### src/rtl/cdt_pkg.sv
package cdt_pkg;
    localparam int CNT_W       = 12;
    localparam int N_SRC       = 4;
    localparam int SEL_W       = $clog2(N_SRC);
    localparam int PULSE_TICKS = 32;

    typedef enum logic [SEL_W-1:0] {
        SRC_FAST   = 2'b00,
        SRC_SLOW   = 2'b01,
        SRC_SECOND = 2'b10,
        SRC_MINUTE = 2'b11
    } src_e;

    typedef struct packed {
        logic             expire;
        logic [CNT_W-1:0] value;
    } cnt_state_t;

    function automatic logic is_last(input logic [CNT_W-1:0] c);
        return c == CNT_W'(1);
    endfunction
endpackage

### src/rtl/cdt_tick_sel.sv
module cdt_tick_sel
    import cdt_pkg::*;
(
    input  logic [N_SRC-1:0] ticks,
    input  logic [SEL_W-1:0] sel,
    output logic             tick
);
    always_comb begin
        case (src_e'(sel))
            SRC_FAST:   tick = ticks[0];
            SRC_SLOW:   tick = ticks[1];
            SRC_SECOND: tick = ticks[2];
            SRC_MINUTE: tick = ticks[3];
            default:    tick = 1'b0;
        endcase
    end
endmodule

### src/rtl/cdt_counter.sv
module cdt_counter
    import cdt_pkg::*;
#(
    parameter int W = CNT_W
) (
    input  logic         clk,
    input  logic         rst,
    input  logic         run_en,
    input  logic         tick,
    input  logic [W-1:0] reload_val,
    output logic [W-1:0] count,
    output logic         expire
);
    logic [W-1:0] cnt_q;
    logic         live;

    assign live   = run_en && tick && (reload_val != '0);
    assign expire = live && (cnt_q == W'(1));
    assign count  = cnt_q;

    always_ff @(posedge clk) begin
        if (rst) begin
            cnt_q <= '0;
        end else if (!run_en) begin
            cnt_q <= reload_val;
        end else if (live) begin
            if (cnt_q <= W'(1)) cnt_q <= reload_val;
            else                cnt_q <= cnt_q - W'(1);
        end
    end

    AST_IDLE_LOAD: assert property (@(posedge clk) disable iff (rst)
        !run_en |=> cnt_q == $past(reload_val));
    AST_STEP_DOWN: assert property (@(posedge clk) disable iff (rst)
        (run_en && tick && reload_val != '0 && cnt_q > W'(1)) |=> cnt_q == W'($past(cnt_q) - W'(1)));
    AST_ZERO_SILENT: assert property (@(posedge clk) disable iff (rst)
        (run_en && reload_val == '0 && cnt_q == '0) |=> cnt_q == '0);
endmodule

### src/rtl/cdt_irq_pulse.sv
module cdt_irq_pulse
    import cdt_pkg::*;
#(
    parameter int PULSE = PULSE_TICKS
) (
    input  logic clk,
    input  logic rst,
    input  logic expire,
    input  logic flag_clr,
    input  logic irq_en,
    input  logic tick_4k,
    output logic flag,
    output logic irq_drive
);
    localparam int PW = $clog2(PULSE + 1);

    logic          flag_q;
    logic          drv_q;
    logic [PW-1:0] pcnt_q;
    logic          event_w;

    assign event_w   = expire && !flag_q;
    assign flag      = flag_q;
    assign irq_drive = drv_q;

    always_ff @(posedge clk) begin
        if (rst)           flag_q <= 1'b0;
        else if (expire)   flag_q <= 1'b1;
        else if (flag_clr) flag_q <= 1'b0;
    end

    always_ff @(posedge clk) begin
        if (rst) begin
            drv_q  <= 1'b0;
            pcnt_q <= '0;
        end else if (!irq_en) begin
            drv_q  <= 1'b0;
            pcnt_q <= '0;
        end else if (event_w) begin
            drv_q  <= 1'b1;
            pcnt_q <= '0;
        end else if (drv_q && tick_4k) begin
            if (pcnt_q == PW'(PULSE - 1)) begin
                drv_q  <= 1'b0;
                pcnt_q <= '0;
            end else begin
                pcnt_q <= pcnt_q + PW'(1);
            end
        end
    end

    AST_IRQ_ON_EVENT: assert property (@(posedge clk) disable iff (rst)
        $rose(drv_q) |-> $rose(flag_q));
    AST_EN_DROP: assert property (@(posedge clk) disable iff (rst)
        !irq_en |=> !drv_q);
    AST_PULSE_BOUND: assert property (@(posedge clk) disable iff (rst)
        drv_q |-> pcnt_q < PW'(PULSE));
    AST_FLAG_STICKY: assert property (@(posedge clk) disable iff (rst)
        (flag_q && !flag_clr) |=> flag_q);
endmodule

### src/rtl/cdt_timer.sv
module cdt_timer
    import cdt_pkg::*;
(
    input  logic             clk,
    input  logic             rst,
    input  logic             tick_4k,
    input  logic             tick_64,
    input  logic             tick_sec,
    input  logic             tick_min,
    input  logic [CNT_W-1:0] reload_val,
    input  logic [SEL_W-1:0] src_sel,
    input  logic             run_en,
    input  logic             irq_en,
    input  logic             flag_clr,
    output logic             flag,
    output logic             irq_drive,
    output logic [CNT_W-1:0] count
);
    logic             sel_tick;
    cnt_state_t       cst;

    cdt_tick_sel u_sel (
        .ticks ({tick_min, tick_sec, tick_64, tick_4k}),
        .sel   (src_sel),
        .tick  (sel_tick)
    );

    cdt_counter #(.W(CNT_W)) u_cnt (
        .clk        (clk),
        .rst        (rst),
        .run_en     (run_en),
        .tick       (sel_tick),
        .reload_val (reload_val),
        .count      (cst.value),
        .expire     (cst.expire)
    );

    cdt_irq_pulse #(.PULSE(PULSE_TICKS)) u_irq (
        .clk       (clk),
        .rst       (rst),
        .expire    (cst.expire),
        .flag_clr  (flag_clr),
        .irq_en    (irq_en),
        .tick_4k   (tick_4k),
        .flag      (flag),
        .irq_drive (irq_drive)
    );

    assign count = cst.value;

    AST_EXPIRE_RELOAD: assert property (@(posedge clk) disable iff (rst)
        (run_en && sel_tick && is_last(cst.value) && reload_val != '0) |=> (flag && cst.value == $past(reload_val)));
endmodule

### config.mk
export PLATFORM = sky130hd
export DESIGN_NAME = cdt_timer
export DESIGN_NICKNAME = d
export VERILOG_FILES = /design/src/rtl/cdt_pkg.sv /design/src/rtl/cdt_tick_sel.sv /design/src/rtl/cdt_counter.sv /design/src/rtl/cdt_irq_pulse.sv /design/src/rtl/cdt_timer.sv
export SDC_FILE = /design/constraint.sdc
export NUM_CORES = 1
export LEC_CHECK = 0
export CAP_MARGIN = 20
export CELL_PAD_IN_SITES_DETAIL_PLACEMENT = 1
export CELL_PAD_IN_SITES_GLOBAL_PLACEMENT = 2
export CORE_MARGIN = 4
export CORE_UTILIZATION = 24
export CTS_CLUSTER_DIAMETER = 30
export CTS_CLUSTER_SIZE = 40
export DETAILED_ROUTE_END_ITERATION = 10
export PLACE_DENSITY_LB_ADDON = 0.1
export SLEW_MARGIN = 0
export SYNTH_ARGS = -nofsm -noshare
export SYNTH_HDL_FRONTEND = slang
export SYNTH_SLANG_ARGS = --single-unit
### constraint.sdc
create_clock -name clk -period 1.95 [get_ports clk]
set_clock_uncertainty 0.15 [all_clocks]
set_input_delay 0.2925 -clock clk [delete_from_list [all_inputs] [get_ports clk]]
set_output_delay 0.2925 -clock clk [all_outputs]
set_load 0.01 [all_outputs]
=== Yosys cells after proc, flatten, opt, wreduce, memory -nomap -nowiden ===
Index checks and enable logic that the tools add are counted.

* Add/subtract/negate cells: 2
* $lt $le $gt $ge: 1
* Eq/ne operators: 6
* Multiplexer cells: 10
* Bitwise gates (word level): 1
* Reduce and logical (&&, ||, !) cells: 14

{| class="wikitable"
|+ Operator list
! kind !! number
|-
| 2-to-1 mux 12 bit || 3
|-
| equality test 12 x 1 -> 1 bit (second input constant) || 1
|-
| <= comparator 12 x 1 -> 1 bit (second input constant) || 1
|-
| nonzero test 12 bit || 1
|-
| subtractor 12 x 1 -> 12 bit (second input constant) || 1
|-
| adder 6 x 1 -> 6 bit (second input constant) || 1
|-
| equality test 6 x 5 -> 1 bit (second input constant) || 1
|-
| 2-to-1 mux 6 bit || 1
|-
| nonzero test 2 bit || 3
|-
| logical AND 1 bit || 5
|-
| 2-to-1 mux 1 bit || 5
|-
| equality test 2 bit (second input constant) || 2
|-
| case mux 1 bit (4 select lines) || 1
|-
| OR reduction 3 bit || 1
|-
| equality test 2 x 1 -> 1 bit (second input constant) || 1
|-
| logical NOT 2 bit || 1
|-
| != test 2 x 1 -> 1 bit (second input constant) || 1
|-
| AND reduction 2 bit || 1
|-
| OR reduction 2 bit || 1
|-
| logical NOT 1 bit || 1
|-
| NOT 1 bit || 1
|}

* Register bits: 20
* Input port bits: 23
* Output and inout port bits: 14
* Word-level logic and storage cells: 38

=== Longest topological paths before layout ===
Gate-level depths: netlist of run 1.

* Depth in word-level cells: 8
* Depth in mapped cells: 7
* Mapped depth without buffers: 7

=== Modules after synthesis ===
A second synthesis of run 1 with hierarchy kept.

* Cells, all modules: 153
* Area total of the unflattened synthesis: 1283.7 µm²

{| class="wikitable"
|+ By module, submodules not included
! module !! instances !! cells each !! area each (µm²)
|-
| cdt_counter || 1 || 112 || 918.4
|-
| cdt_irq_pulse || 1 || 40 || 342.8
|-
| cdt_tick_sel || 1 || 1 || 22.5
|}

=== Least setup slack after synthesis of run 1 ===
No wires, ideal clock.

* Path kind: flip-flop to flip-flop
* From: register u_cnt.cnt_q[0] (netlist: u_cnt.count[0])
* To: register u_cnt.cnt_q[10] (netlist: u_cnt.count[10])
* Setup time: 0.103 ns
* Arrival time: 1.809 ns
* Required time: 1.697 ns
* Path slack: -0.113 ns
* Stages on the path, launching flop included: 7
* Path buffers: 0
* Cell sequence: dfxtp_1 inv_1 ha_1 or4b_4 nor4b_4 nor3_1 a2111oi_2

* Longest elaborated chain between the ends: 4
* Elaborated cells between the ends (all ways): 5
* Classes of those cells: add/sub: 1; order compare: 1; mux: 3

{| class="wikitable"
|+ Ends and longest elaborated chain
! what !! line !! text
|-
| start: declaration || cdt_counter.sv:14 || <nowiki>logic [W-1:0] cnt_q;</nowiki>
|-
| start signal: assignment || cdt_counter.sv:25 || <nowiki>cnt_q <= reload_val;</nowiki>
|-
| start signal: assignment || cdt_counter.sv:27 || <nowiki>if (cnt_q <= W'(1)) cnt_q <= reload_val;</nowiki>
|-
| start signal: assignment || cdt_counter.sv:28 || <nowiki>else cnt_q <= cnt_q - W'(1);</nowiki>
|-
| subtractor 12 x 1 -> 12 bit or <= comparator 12 x 1 -> 1 bit (tied branches) || cdt_counter.sv:28, cdt_counter.sv:27 ||
|-
| 2-to-1 mux 12 bit * || cdt_counter.sv:27 ||
|-
| 2-to-1 mux 12 bit * || cdt_counter.sv:26 || <nowiki>end else if (live) begin</nowiki>
|-
| 2-to-1 mux 12 bit * || cdt_counter.sv:24 || <nowiki>end else if (!run_en) begin</nowiki>
|}

Every way passes the cells marked *; elsewhere a longest branch is shown, timed or not. The select of a mux whose other input is x is not followed.
A chain may end at the register's enable or synchronous reset.

=== Final worst setup path of run 1 ===
* From: register u_cnt.cnt_q[1] (netlist: u_cnt.count[1])
* To: register u_cnt.cnt_q[10] (netlist: u_cnt.count[10])

Same word-level chain as after synthesis.

==> results.yml, run 1 <==
power:
  power.share.combinational_pct: 47.3
  p_leak_nw: 0.930
  max-vdd-ir-drop_uv: 313
  finalPower_mw: 1.73
  power_switching_mw: 0.578
  p_seq_share_pct: 27.4
  p_int_mw: 1.15
  pwr_density_cell_nw_per_um2: 746
  p_sw_share_pct: 33.4
  p_clk_share_pct: 25.2
clock_tree:
  clock_tree_from_tritoncts: "built"
  ctsLongestPathBuffers: 2
  worst_skew_pair.late_latency_ps: 270
  numCtsBuffers: 3
  tritoncts_num_sinks: 20
  clkTransAtPathRegs_ps: 90
  cts_root_buffer_type: "clkbuf_8"
  max_h_tree_level: 1
  number_of_hold_buffers_added_after_cts: 0
timing:
  final_hold_viol_count: 0
  fin_worst_hold_slack_ps: 310
  setup-tns-final_ps: -50.6
  finalWorstPathRequiredPeriod_ps: 1990
  final_ws_setup_ps: -39.0
  report.final.setup_viol: 2
  grt_setup_unrepaired: "yes"
  timing.slew.headroom_pct: 77.4
  worst_pin_slew_ps: 337
  fin_crit_sh_pct: 102
  maxSlewViolCount: 0
  maximum_frequency_from_static_timing_analysis_mhz: 503
critical_path:
  crit_path_start_kind: "flip-flop"
  worst_r2r_start: "u_cnt.count[1]$_SDFFE_PP0P_"
  cp_max_fo: 3
  crit_arrival_ps: 1990
  regToRegEndpoint: "u_cnt.count[10]$_SDFFE_PP0P_"
  worst-r2r-setup-slack_ps: -40
  timing.reg2reg.worst_path_depth: 7
  cp.required_ps: 1950
  criticalPathCategory: "flip-flop to flip-flop"
  crit_path_end_kind: "flip-flop"
logic_synthesis:
  seq_area_frac_synth_pct: 32.0
  synth_top_area_share_pct: 32.0
  area_of_the_mapped_netlist_sq_um: 1250
  synth.area.top_cells: "dfxtp_1 (32%), mux2i_1 (6.4%), nand3_1 (4.8%)"
  synth_top_area_cell: "dfxtp_1"
  avgSynthCellArea_sq_um: 8.51
  synth-async-reset-ratio_pct: 0
  syn_nets: 173
  ys_dominant_reg_cell: "dfxtp_1"
  count_of_flip_flops_with_a_built_in_enable_after_synthesis: 0
  warnings_synthesis: 0
  post_synth_cell_types: 39
  number_of_storage_elements_in_the_synthesis_netlist: 20
  post_synth_inst_count: 147
final_layout:
  multiInputGateArea_sq_um: 955
  final_layout_fill_cell_count: 611
  layout_commonest_cell: "buf_4"
  area_delta_synth_final_pct: 85.7
  post-route-cell-area_sq_um: 2320
  antenna_cells: 0
  design.final.nets: 262
  post_route_cells_drive_above_1_share_pct: 37.9
  final-seq-area_sq_um: 403
  fin_cells: 305
  most_frequent_cells_in_the_layout: "buf_4 (44), clkdlybuf4s50_1 (26), dfxtp_1 (18)"
  layout.core_utilization_pct: 45.8
run_status:
  outcome: "finished, violations left"
  violations: "negative setup slack"
run:
  maxCapViolations: 0
global_routing:
  antenna_found_initial: 0
  gr-total-overflow: 0
  number_of_global_route_vias_before_repair: 1644
  globalRouteTotalUtil_pct: 16.5
  pin_count_of_the_biggest_net_entering_global_routing: 13
  grt_pass1_wl_mm: 8.34
route:
  firstDrtPassIters: 4
  count_of_antenna_violating_nets_left_after_detailed_routing: 0
  drt_iter0_drc: 50
  vias_per_cell: 4.93
  num_vias: 1503
  drc: 0
  routedWlPerCell_microns: 16.7
  postRouteWirelength_mm: 5.09
min_path:
  sink_of_the_worst_hold_path: "u_cnt.count[3]$_SDFFE_PP0P_"
  timing.hold.worst_path_depth: 3
  hp-start: "reload_val[3]"
  hp-class: "primary input to flip-flop"
floorplanning:
  core.rowCount: 26
  pin_count: 37
  die_w_microns: 80.2
  initial_core_util_pct: 24.7
  fp.dieArea_sq_um: 6430
  die_h_microns: 80.2
  coreArea_sq_um: 5070
placement:
  pre_cts_slack_ps: -409
  post-dp-hpwl_mm: 3.92
  place_inst: 295
  final_weighted_congestion_of_routability_driven_global_placement: 0.787
  port_buffers: 36
  detailed_place.area_sq_um: 2040
==> area by class of cell <==
| class | instances | share of cell area [%] |
|---|---|---|
| clock inverter | 1 | 1.29 |
| clock buffer | 3 | 1.78 |
| multi-input combinational | 114 | 41.1 |
| sequential | 20 | 17.3 |
| tap | 70 | 3.77 |
| inverter | 10 | 1.62 |
| timing repair buffer | 87 | 33.1 |
==> logic make-up (layout without fill, tap and decap cells) <==
| kind of cell | after synthesis | after routing | share of synthesized area [%] |
|---|---|---|---|
| adders and majority gates | 3 | 3 | 3.00 |
| AOI/OAI and AO/OA | 32 | 32 | 19.9 |
| and+or+nand+nor | 66 | 66 | 29.3 |
| DFF | 20 | 20 | 32.0 |
| muxes | 9 | 9 | 8.20 |
| xor gates and xnor gates | 4 | 4 | 2.80 |
| buffers and inverters | 13 | 101 | 4.80 |
==> flip-flops by register name, indices dropped and copies added (netlist names) <==
register         cells
u_cnt.count         12
u_irq.pcnt_q         6
u_irq.irq_drive      1
u_irq.flag           1
==> per-layer routing <==
metal	routed length (microns)	track usage (%)	vias to the layer above
met2	2710	31.6	32
li1	-	-	733
met5	0	0	-
met3	185	3.25	6
met1	2170	19.5	732
met4	29	1.52	0
==> worst max-delay path, stage by stage (launching register included) <==
cell and delay [ps]:
dfxtp_2 330, inv_2 80, ha_4 130, or4b_4 510
nor4b_4 290, nand2_1 90, mux2i_1 190, a2111oi_2 100
==> worst max-delay path by stage <==
stage / startpoint / endpoint / slack (ps) / cells after the start
4_1_cts: u_cnt.count[1]$_SDFFE_PP0P_ / u_cnt.count[10]$_SDFFE_PP0P_ / -70 / 7
3_5_place_dp: reload_val[1] / u_cnt.count[11]$_SDFFE_PP0P_ / -410 / 9
2_1_floorplan: u_cnt.count[1]$_SDFFE_PP0P_ / u_cnt.count[10]$_SDFFE_PP0P_ / 6 / 6
6_report: u_cnt.count[1]$_SDFFE_PP0P_ / u_cnt.count[10]$_SDFFE_PP0P_ / -40 / 7
3_3_place_gp: reload_val[9] / u_cnt.count[7]$_SDFFE_PP0P_ / -380 / 6
5_1_grt: u_cnt.count[1]$_SDFFE_PP0P_ / u_cnt.count[1]$_SDFFE_PP0P_ / -140 / 9
==> power groups by stage <==
stage | Sequential, mW | Combinational (mW) | Clock [mW]
6_report | 0.475 | 0.820 | 0.437
5_1_grt | 0.479 | 0.886 | 0.467
4_1_cts | 0.475 | 0.761 | 0.448
3_5_place_dp | 0.482 | 0.707 | 0
3_3_place_gp | 0.481 | 0.694 | 0
2_1_floorplan | 0.522 | 0.290 | 0
==> cells in the mapped netlist, types with 2 or more instances <==
master	n
nand3_1	12
mux2i_1	8
nand2b_1	3
inv_1	10
nand2_1	8
o22ai_1	2
o21a_1	2
xnor2_1	2
o21ai_0	2
xor2_1	2
ha_1	3
nor4_1	7
nor2_1	14
a21oi_1	9
a2111oi_2	3
nor2b_1	2
nand4_1	2
and2_1	2
dfxtp_1	20
and3_1	4
o32ai_1	6
nor3_1	7
==> repair_timing <==
item	in CTS	in global routing
gates resized for setup	29	16
buffers inserted	4	2
pin swaps	13	10
hold endpoints to repair	0	0
endpoints found under the setup margin	15	16
(Power assumes the default switching activity.)
==> inputs of run 2 (changes only) <==
--- a/config.mk
+++ b/config.mk
@@ -5,13 +5,12 @@
 export SDC_FILE = /design/constraint.sdc
 export NUM_CORES = 1
 export LEC_CHECK = 0
-export CAP_MARGIN = 20
+export CAP_MARGIN = 30
 export CELL_PAD_IN_SITES_DETAIL_PLACEMENT = 1
 export CELL_PAD_IN_SITES_GLOBAL_PLACEMENT = 2
 export CORE_MARGIN = 4
 export CORE_UTILIZATION = 24
 export CTS_CLUSTER_DIAMETER = 30
-export CTS_CLUSTER_SIZE = 40
 export DETAILED_ROUTE_END_ITERATION = 10
 export PLACE_DENSITY_LB_ADDON = 0.1
 export SLEW_MARGIN = 0
==> results of run 2 <==
No change in the layout: final DEF, timing and power equal those of run 1.
==> inputs of run 3 (changes only) <==
--- a/config.mk
+++ b/config.mk
@@ -12,7 +12,7 @@
 export CORE_UTILIZATION = 24
 export CTS_CLUSTER_DIAMETER = 30
 export DETAILED_ROUTE_END_ITERATION = 10
-export PLACE_DENSITY_LB_ADDON = 0.1
+export PLACE_DENSITY = 0.81
 export SLEW_MARGIN = 0
 export SYNTH_ARGS = -nofsm -noshare
 export SYNTH_HDL_FRONTEND = slang
==> constraint.sdc (replaced) <==
create_clock -name clk -period 1.95 [get_ports clk]
set_clock_uncertainty 0.15 [all_clocks]
set_input_delay 0.2925 -clock clk [delete_from_list [all_inputs] [get_ports clk]]
set_output_delay 0.2925 -clock clk [all_outputs]
set_load 0.05 [all_outputs]
==> run 3 against run 2 <==
  * The flow still finishes with violations (negative setup slack)
  * Non-clock buffer count shrank 7
  * Sequential share of layout area increased by 1.1 points
  * Cell area down 2.4%
  * Largest cell class unchanged
  * Critical path depth is the same
  * Critical endpoint unchanged
  * Final cell count is 2.3% lower
  * Count of clock-buffer cells in the layout unchanged
==> results.yml, run 3 (synthesized netlist as in run 1, its figures left out) <==
run_status:
  outcome: "finished, violations left"
  violations: "negative setup slack"
final_layout:
  design.final.nets: 255
  post-route-cell-area_sq_um: 2270
  most_frequent_cells_in_the_layout: "buf_4 (53), nor2_1 (14), clkdlybuf4s50_1 (12)"
  antenna_cells: 0
  area_delta_synth_final_pct: 81.2
  flip_flop_count_of_the_largest_register_all_copies_and_words_added: 12
  layout.core_utilization_pct: 44.7
  post_route_cells_drive_above_1_share_pct: 44.3
  layout_commonest_cell: "buf_4"
global_routing:
  number_of_global_route_vias_before_repair: 1533
  gr-usage-met1_pct: 19.3
  grt_busiest_layer: "met2"
  pin_count_of_the_biggest_net_entering_global_routing: 13
  met2_usage_pct: 25.5
  gr-total-overflow: 0
  globalRouteTotalUtil_pct: 15.2
  grt_use_met3_pct: 2.80
  antenna_found_initial: 0
  grt_pass1_wl_mm: 7.53
critical_path:
  crit_arrival_ps: 2030
  max_stage_delay_ps: 520
  crit_path_end_kind: "flip-flop"
  cp_max_fo: 4
  criticalPathCategory: "flip-flop to flip-flop"
  timing.critical_path.cells: "inv_4 > ha_4 > or4b_4 > nor4b_4 > nand2_1 > mux2i_1 > a2111oi_2"
  path_delay_family: "simple AND/OR/NAND/NOR gates"
  timing.critical_path.slowest_stage_cell: "or4b_4"
  cp.required_ps: 1950
  crit_path_start_kind: "flip-flop"
  worstPathBufferInverterCount: 1
floorplanning:
  initial_core_util_pct: 24.7
  die_h_microns: 80.2
  coreArea_sq_um: 5070
  pin_count: 37
  die_w_microns: 80.2
  fp.dieArea_sq_um: 6430
  core.rowCount: 26
clock_tree:
  tritoncts_num_sinks: 20
  worst_skew_pair.late_latency_ps: 260
  clock_tree_from_tritoncts: "built"
  clkTransAtPathRegs_ps: 90
  numCtsBuffers: 3
  number_of_hold_buffers_added_after_cts: 0
  max_h_tree_level: 1
  ctsLongestPathBuffers: 2
  cts_root_buffer_type: "clkbuf_8"
route:
  firstDrtPassIters: 5
  drc: 0
  drt_iter0_drc: 44
  routedWlPerCell_microns: 17.2
  vias_per_cell: 5.04
  num_vias: 1503
  postRouteWirelength_mm: 5.12
  count_of_antenna_violating_nets_left_after_detailed_routing: 0
timing:
  fin_worst_hold_slack_ps: 210
  timing.slew.headroom_pct: 75.5
  finalWorstPathRequiredPeriod_ps: 2030
  report.final.setup_viol: 2
  maximum_frequency_from_static_timing_analysis_mhz: 493
  fin_crit_sh_pct: 104
  grt_setup_unrepaired: "yes"
  maxSlewViolCount: 0
  worst_pin_slew_ps: 366
  setup-tns-final_ps: -99.1
  final_hold_viol_count: 0
  final_ws_setup_ps: -79.7
power:
  pwr_density_cell_nw_per_um2: 801
  p_leak_nw: 0.982
  p_int_mw: 1.12
  p_sw_share_pct: 38.2
  p_clk_share_pct: 24.0
  max-vdd-ir-drop_uv: 359
  power.share.combinational_pct: 48.9
  p_seq_share_pct: 27.2
  power_switching_mw: 0.695
placement:
  port_buffers: 36
  pre_cts_slack_ps: -373
  detailed_place.area_sq_um: 1960
  final_weighted_congestion_of_routability_driven_global_placement: 0.754
  post-dp-hpwl_mm: 3.54
run:
  maxCapViolations: 0
min_path:
  hp-class: "primary input to flip-flop"
run 3: changes by cell type in the layout (fill, tap and decap cells not counted), moves of 2 or more:
| cell | before | now |
|---|---|---|
| inv_4 | 0 | 2 |
| dfxtp_2 | 2 | 8 |
| inv_2 | 2 | 0 |
| dfxtp_1 | 18 | 10 |
| dlymetal6s2s_1 | 0 | 7 |
| dfxtp_4 | 0 | 2 |
| buf_4 | 44 | 53 |
| dlygate4sd2_1 | 10 | 3 |
| clkdlybuf4s50_1 | 26 | 12 |
| buf_6 | 5 | 2 |
run 3: final timing paths:
path | start | endpoint | slack [ps] | cells past startpoint
max reg2reg | u_cnt.count[1]$_SDFFE_PP0P_ | u_cnt.count[10]$_SDFFE_PP0P_ | -80 | 7
min | reload_val[1] | u_cnt.count[1]$_SDFFE_PP0P_ | 210 | 3
max | u_cnt.count[1]$_SDFFE_PP0P_ | u_cnt.count[10]$_SDFFE_PP0P_ | -80 | 7
min reg2reg | u_irq.pcnt_q[1]$_SDFFE_PP0P_ | u_irq.pcnt_q[1]$_SDFFE_PP0P_ | 330 | 2
run 3: worst reg2reg max path, delay by kind of cell, from the launching register on:
kind	cells	cell delay (ps)
compound gates	1	100
fa+ha+maj	1	150
simple gates	3	880
buf+inv	1	70
flops	1	360
mux	1	210
run 3: area by class of cell:
type,instances,area (sq um)
fill,608,2810
sequential,20,418
inverter,10,42.5
timing repair buffer,80,714
clock buffer,3,41.3
tap,70,87.6
clock inverter,1,30.0
multi-input combinational,114,933
run 3: stage by stage:
step                instances  power (mW)
detailed placement        285        1.26
global placement          285        1.26
CTS                       292        1.73
finish                    298        1.82
global route              298        1.91
floorplan                 147       0.936
run 3: metal layers:
metal | wire [microns] | share of wire [%] | vias to the layer above
met1 | 2270 | 44 | 743
met5 | 0 | 0 | -
li1 | - | - | 713
met4 | 97 | 1.9 | 0
met2 | 2530 | 49 | 39
met3 | 215 | 4.2 | 8
run 3: what timing repair did:
| item | CTS | global route |
|---|---|---|
| buffers inserted | 3 | 5 |
| endpoints found under the setup margin | 15 | 19 |
| gates cloned | 0 | 1 |
| gates resized for setup | 14 | 22 |
| pin swaps | 7 | 14 |
run 3: power groups by stage:
stage          Combinational [mW]  Clock, mW  Sequential, mW
2_1_floorplan               0.293          0           0.643
3_3_place_gp                0.758          0           0.498
3_5_place_dp                0.765          0           0.500
4_1_cts                     0.802      0.438           0.492
5_1_grt                     0.944      0.461           0.501
6_report                    0.888      0.435           0.494
